==> config.mk <==
export PLATFORM = sky130hd
export DESIGN_NAME = bus_idle_gap
export DESIGN_NICKNAME = d
export VERILOG_FILES = /design/src/rtl/bus_gap_pkg.sv /design/src/rtl/bus_gap_hist.sv /design/src/rtl/bus_gap_seq.sv /design/src/rtl/bus_idle_gap.sv
export SDC_FILE = /design/constraint.sdc
export NUM_CORES = 1
export LEC_CHECK = 0
export ABC_AREA = 1
export BUFFER_PORTS_ARGS = -buffer_cell sky130_fd_sc_hd__buf_2
export CORE_MARGIN = 4
export CORE_UTILIZATION = 46
export DETAILED_ROUTE_END_ITERATION = 10
export PLACE_DENSITY = 0.83
export SYNTH_ARGS = -nofsm -noshare
export SYNTH_HDL_FRONTEND = slang
export SYNTH_SLANG_ARGS = --single-unit
==> constraint.sdc <==
create_clock -name clk -period 1.7 [get_ports clk]
set_clock_uncertainty 0.05 [all_clocks]
set_input_delay 0.255 -clock clk [delete_from_list [all_inputs] [get_ports clk]]
set_output_delay 0.255 -clock clk [all_outputs]
set_load 0.005 [all_outputs]
==> src/rtl/bus_gap_pkg.sv <==
package bus_gap_pkg;

    typedef enum logic [2:0] {
        ST_IDLE = 3'd0,
        ST_TI   = 3'd1,
        ST_T1   = 3'd2,
        ST_T2   = 3'd3,
        ST_T3   = 3'd4
    } bus_state_t;

    typedef struct packed {
        logic area;
        logic wr;
    } gap_enables_t;

    // Decide whether a new access needs a dead bus state before T1.
    function automatic logic gap_needed(
        input logic         last_was_read,
        input logic         other_area,
        input logic         new_is_write,
        input gap_enables_t en
    );
        logic by_area;
        logic by_write;
        by_area  = en.area && !new_is_write && other_area;
        by_write = en.wr && new_is_write;
        return last_was_read && (by_area || by_write);
    endfunction

endpackage

==> src/rtl/bus_gap_hist.sv <==
module bus_gap_hist
    import bus_gap_pkg::*;
#(
    parameter int AREA_W = 3
) (
    input  logic              clk,
    input  logic              rst,
    input  logic              end_cycle,
    input  logic              cur_is_read,
    input  logic [AREA_W-1:0] cur_area,
    input  logic              idle_empty,
    input  logic              new_write,
    input  logic [AREA_W-1:0] new_area,
    input  gap_enables_t      en,
    output logic              need_gap
);

    logic              last_rd;
    logic [AREA_W-1:0] last_area;

    always_ff @(posedge clk) begin
        if (rst) begin
            last_rd   <= 1'b0;
            last_area <= '0;
        end else if (end_cycle) begin
            last_rd   <= cur_is_read;
            last_area <= cur_area;
        end else if (idle_empty) begin
            last_rd   <= 1'b0;
        end
    end

    always_comb begin
        need_gap = gap_needed(last_rd, (new_area != last_area), new_write, en);
    end

endmodule

==> src/rtl/bus_gap_seq.sv <==
module bus_gap_seq
    import bus_gap_pkg::*;
#(
    parameter int ADDR_W = 24,
    parameter int DATA_W = 16
) (
    input  logic              clk,
    input  logic              rst,
    input  logic              req_valid,
    input  logic              req_write,
    input  logic [ADDR_W-1:0] req_addr,
    input  logic [DATA_W-1:0] req_wdata,
    input  logic              need_gap,
    input  logic [DATA_W-1:0] bus_din,
    output logic              req_ready,
    output logic              rsp_done,
    output logic [DATA_W-1:0] rsp_rdata,
    output logic [ADDR_W-1:0] bus_addr,
    output logic [DATA_W-1:0] bus_dout,
    output logic              bus_oe,
    output logic              bus_rd,
    output logic              bus_wr,
    output logic              end_cycle,
    output logic              idle_empty,
    output logic              cur_write
);

    bus_state_t        state;
    logic [ADDR_W-1:0] cap_addr;
    logic [DATA_W-1:0] cap_wdata;
    logic              cap_write;
    logic              in_access;

    always_ff @(posedge clk) begin
        if (rst) begin
            state     <= ST_IDLE;
            cap_addr  <= '0;
            cap_wdata <= '0;
            cap_write <= 1'b0;
            rsp_done  <= 1'b0;
            rsp_rdata <= '0;
        end else begin
            rsp_done <= 1'b0;
            case (state)
                ST_IDLE: begin
                    if (req_valid) begin
                        cap_addr  <= req_addr;
                        cap_wdata <= req_wdata;
                        cap_write <= req_write;
                        state     <= need_gap ? ST_TI : ST_T1;
                    end
                end
                ST_TI: state <= ST_T1;
                ST_T1: state <= ST_T2;
                ST_T2: state <= ST_T3;
                ST_T3: begin
                    if (!cap_write) begin
                        rsp_rdata <= bus_din;
                    end
                    rsp_done <= 1'b1;
                    state    <= ST_IDLE;
                end
                default: state <= ST_IDLE;
            endcase
        end
    end

    always_comb begin
        in_access  = (state == ST_T1) || (state == ST_T2) || (state == ST_T3);
        req_ready  = (state == ST_IDLE);
        end_cycle  = (state == ST_T3);
        idle_empty = (state == ST_IDLE) && !req_valid;
        bus_rd     = in_access && !cap_write;
        bus_oe     = in_access && cap_write;
        bus_wr     = cap_write && ((state == ST_T2) || (state == ST_T3));
        bus_addr   = cap_addr;
        bus_dout   = cap_wdata;
        cur_write  = cap_write;
    end

endmodule

==> src/rtl/bus_idle_gap.sv <==
module bus_idle_gap
    import bus_gap_pkg::*;
#(
    parameter int ADDR_W = 24,
    parameter int DATA_W = 16,
    parameter int AREA_W = 3
) (
    input  logic              clk,
    input  logic              rst,
    input  logic              cfg_we,
    input  logic              cfg_area_gap,
    input  logic              cfg_wr_gap,
    input  logic              req_valid,
    input  logic              req_write,
    input  logic [ADDR_W-1:0] req_addr,
    input  logic [DATA_W-1:0] req_wdata,
    output logic              req_ready,
    output logic              rsp_done,
    output logic [DATA_W-1:0] rsp_rdata,
    output logic [ADDR_W-1:0] bus_addr,
    output logic [DATA_W-1:0] bus_dout,
    output logic              bus_oe,
    output logic              bus_rd,
    output logic              bus_wr,
    input  logic [DATA_W-1:0] bus_din
);

    localparam int AREA_LSB = ADDR_W - AREA_W;

    gap_enables_t en;
    logic         need_gap;
    logic         end_cycle;
    logic         idle_empty;
    logic         cur_write;

    always_ff @(posedge clk) begin
        if (rst) begin
            en <= '{area: 1'b1, wr: 1'b1};
        end else if (cfg_we) begin
            en <= '{area: cfg_area_gap, wr: cfg_wr_gap};
        end
    end

    bus_gap_seq #(.ADDR_W(ADDR_W), .DATA_W(DATA_W)) u_seq (
        .clk        (clk),
        .rst        (rst),
        .req_valid  (req_valid),
        .req_write  (req_write),
        .req_addr   (req_addr),
        .req_wdata  (req_wdata),
        .need_gap   (need_gap),
        .bus_din    (bus_din),
        .req_ready  (req_ready),
        .rsp_done   (rsp_done),
        .rsp_rdata  (rsp_rdata),
        .bus_addr   (bus_addr),
        .bus_dout   (bus_dout),
        .bus_oe     (bus_oe),
        .bus_rd     (bus_rd),
        .bus_wr     (bus_wr),
        .end_cycle  (end_cycle),
        .idle_empty (idle_empty),
        .cur_write  (cur_write)
    );

    bus_gap_hist #(.AREA_W(AREA_W)) u_hist (
        .clk         (clk),
        .rst         (rst),
        .end_cycle   (end_cycle),
        .cur_is_read (!cur_write),
        .cur_area    (bus_addr[ADDR_W-1:AREA_LSB]),
        .idle_empty  (idle_empty),
        .new_write   (req_write),
        .new_area    (req_addr[ADDR_W-1:AREA_LSB]),
        .en          (en),
        .need_gap    (need_gap)
    );

endmodule

==> flow_summary_export.csv <==
group,metric,value,unit
logic_synthesis,ys_ff_latch,67,
logic_synthesis,synth_nets,392,
floorplan,dieArea,6867,µm²
floorplan,ios,124,
floorplan,core_area,5270,µm²
sta,relSlewSlack,78.78,%
floorplan,start_util,48.93,%
logic_synthesis,muxShareOfSynthArea,0,%
worst_setup_path,worst_ep_required_time,1390,ps
grt,grt_pass1_vias,2631,
sta,min_period_over_period,95.33,%
route,finalWirelength,7169,µm
sta,rsz0062_at_grt,"no",
place,dp_hpwl,5005,µm
logic_synthesis,synth.avg_cell_area,7.838,µm²
clock_tree,htreeDepth,3,
clock_tree,numCtsBuffers,9,
power_and_ir_drop,power.clock.fraction,37.2,%
worst_setup_path,crit_arrival,1320,ps
clock_tree,clockBufferDepth,2,
cells_and_area,nNetsFinal,512,
route,postRouteAntennaNets,0,
worst_setup_path,cp_max_fo,5,
logic_synthesis,synth_adder_area_share,0,%
route,route.detailed.drc,0,
logic_synthesis,synth_xor_area_share,0,%
route,drtIter0Drc,161,
clock_tree,cts.sinks,67,
cells_and_area,diodes,0,
sta,tns,0,ps
power_and_ir_drop,total_leakage_power,1.633,nW
grt,grt_max_degree,36,
sta,fmax,617.1,MHz
worst_setup_path,reg2reg_slack,220,ps
sta,setup_viol,0,
power_and_ir_drop,comb_power_share,14.2,%
power_and_ir_drop,seqPwrFrac,48.6,%
power_and_ir_drop,p_sw,0.8835,mW
clock_tree,cts_root_buf,"clkbuf_8",
clock_tree,path_clk_slew,70,ps
floorplan,die_x,82.87,µm
clock_tree,cts_tree,"yes",
route,avgViaCountPerCell,5.031,
power_and_ir_drop,total_power,3.499,mW
power_and_ir_drop,cellPowerDensity,1018,nW/µm²
cells_and_area,syn2layout_area_growth,33.24,%
cells_and_area,layout-drive-gt1-share,35.10,%
worst_setup_path,critPathLaunchType,"flip-flop",
min_path,hold_path.class,"in2reg",
logic_synthesis,synth_cell_types,17,
floorplan,die_y,82.87,µm
sta,final_max_slew_viol_count,0,
route,drt_pass1_iterations,4,
sta,fin_crit,1621,ps
logic_synthesis,syn_area,2579,µm²
logic_synthesis,synth_compound_area_share,14.02,%
grt,track_usage,20.64,%
logic_synthesis,ys_seq_area_share,52.01,%
power_and_ir_drop,p_int,2.615,mW
logic_synthesis,synth_simple_gate_area_share,25.04,%
sta,tightest_slew,317.2,ps
clock_tree,clk_latency,330,ps
logic_synthesis,yosysWarnings,0,
place,io_buffers,123,
grt,grt_first_pass_wirelength,11890,µm
worst_setup_path,crit_path_end_kind,"output port",
power_and_ir_drop,p_sw_share,25.25,%
logic_synthesis,postSynthCellCount,329,
power_and_ir_drop,peakVddDrop,0.6669,mV
logic_synthesis,synth_top_family_by_area,"simple AND/OR/NAND/NOR gates",
grt,antenna_found_initial,0,
worst_setup_path,critPathKind,"reg2out",
status,status,"finished clean",
flow_run,drv_cap,0,
route,wl_per_cell,13.71,µm
cells_and_area,fillers,506,
sta,finalHoldViolations,0,
route,vias,2631,
floorplan,rows,26,
grt,overflow,0,
place,routabilityCongestion,0.8310,
-- power by group through the flow --
stage	Sequential, mW	Combinational [mW]	Clock (mW)
after global placement	1.73	0.475	0
after floorplan	1.74	0.281	0
after CTS	1.70	0.490	1.33
after detailed placement	1.73	0.486	0
after global routing	1.71	0.555	1.39
final	1.70	0.495	1.30
-- flip-flops by register name, summed over array words and instances (netlist names) --
name	flops
u_seq.cur_write	1
u_hist.last_area	3
u_hist.last_rd	1
en	2
u_seq.bus_addr	24
u_seq.state	3
u_seq.rsp_rdata	16
u_seq.bus_dout	16
u_seq.rsp_done	1
-- through the flow --
step	setup WS, ps	cell area (µm²)	hold slack [ps]	cells	util (%)
after floorplan	517.4	2579	327.1	329	-
after global placement	379.2	3207	393.5	506	60.85
after detailed placement	332.0	3207	398.3	506	60.85
after CTS	30.23	3412	73.42	522	64.74
after global routing	4.950	3436	80.19	523	65.19
final	79.40	3436	83.56	523	65.19
-- worst max-delay path, stage by stage, from the launching register on --
cell,delay (ps)
dfxtp_2,350
inv_2,120
nand3_1,180
nand3_2,140
nand2_1,50
inv_1,50
buf_2,100
-- cell usage in the layout, fill, tap and decap left out --
cell	synthesis	final
nor2_1	5	5
dfxtp_1	67	64
dfxtp_4	0	1
inv_1	19	18
clkbuf_8	0	11
nor2_4	2	2
buf_4	7	8
nand3_1	61	60
bufinv_16	0	1
buf_6	3	1
nand3_2	0	1
o21ai_0	7	7
nand2_4	0	1
o32ai_1	1	1
a211oi_1	1	1
clkbuf_1	7	2
clkinv_2	0	1
buf_2	7	123
nand2_1	73	73
a21oi_1	62	62
inv_2	3	4
dfxtp_2	0	2
buf_12	0	1
nand2_2	3	2
nand4_1	1	1
-- routing by layer --
metal	part of all wire (%)	global-route usage [%]	vias up	routed length, µm
met5	0	0	-	0
met4	2.7	9.064	0	195
met3	7.4	6.139	17	534
met2	50	36.15	109	3603
met1	40	23.03	1174	2836
li1	-	-	1331	-
-- cells in the mapped netlist --
master / count / area (µm²)
buf_6: 3 / 33.78
nor2_4: 2 / 22.52
nand4_1: 1 / 6.260
o21ai_0: 7 / 35.03
inv_1: 19 / 71.32
buf_4: 7 / 52.55
clkbuf_1: 7 / 26.28
inv_2: 3 / 11.26
nand2_1: 73 / 274.0
nand2_2: 3 / 18.77
a211oi_1: 1 / 7.510
nand3_1: 61 / 305.3
o32ai_1: 1 / 8.760
nor2_1: 5 / 18.77
dfxtp_1: 67 / 1341
buf_2: 7 / 35.03
a21oi_1: 62 / 310.3
-- repair_timing --
action | CTS | global route
setup buffers | 1 | 1
hold buffers | 0 | 0
pin swaps | 1 | 1
resized for setup | 3 | 5
endpoints found under the setup margin | 2 | 4
-- area by class of cell --
class | count | area [µm²] | area share (%)
clock inverter | 2 | 35.03 | 1.020
multi-input combinational | 216 | 1017 | 29.61
sequential | 67 | 1348 | 39.22
timing repair buffer | 133 | 706.9 | 20.58
tap | 70 | 87.58 | 2.549
clock buffer | 13 | 158.9 | 4.625
inverter | 22 | 82.58 | 2.403
-- cells by family (layout without fill, tap and decap cells) --
kind of cell	after synthesis	count (layout)
buffers and inverters	46	170
flip-flops	67	67
AO/OA/AOI/OAI	71	71
AND/OR/NAND/NOR	145	145
-- final timing paths --
kind | from | endpoint | depth (start not counted)
setup / recovery | u_seq.state[2]$_SDFFE_PP0N_ | bus_oe | 6
hold / removal | cfg_area_gap | en[1]$_SDFFE_PP1P_ | 3
hold reg to reg | u_seq.bus_dout[10]$_SDFFE_PP0P_ | u_seq.bus_dout[10]$_SDFFE_PP0P_ | 2
setup reg to reg | u_seq.state[0]$_SDFFE_PP0N_ | u_seq.rsp_rdata[11]$_SDFFE_PP0P_ | 8
(Power assumes the default switching activity.)
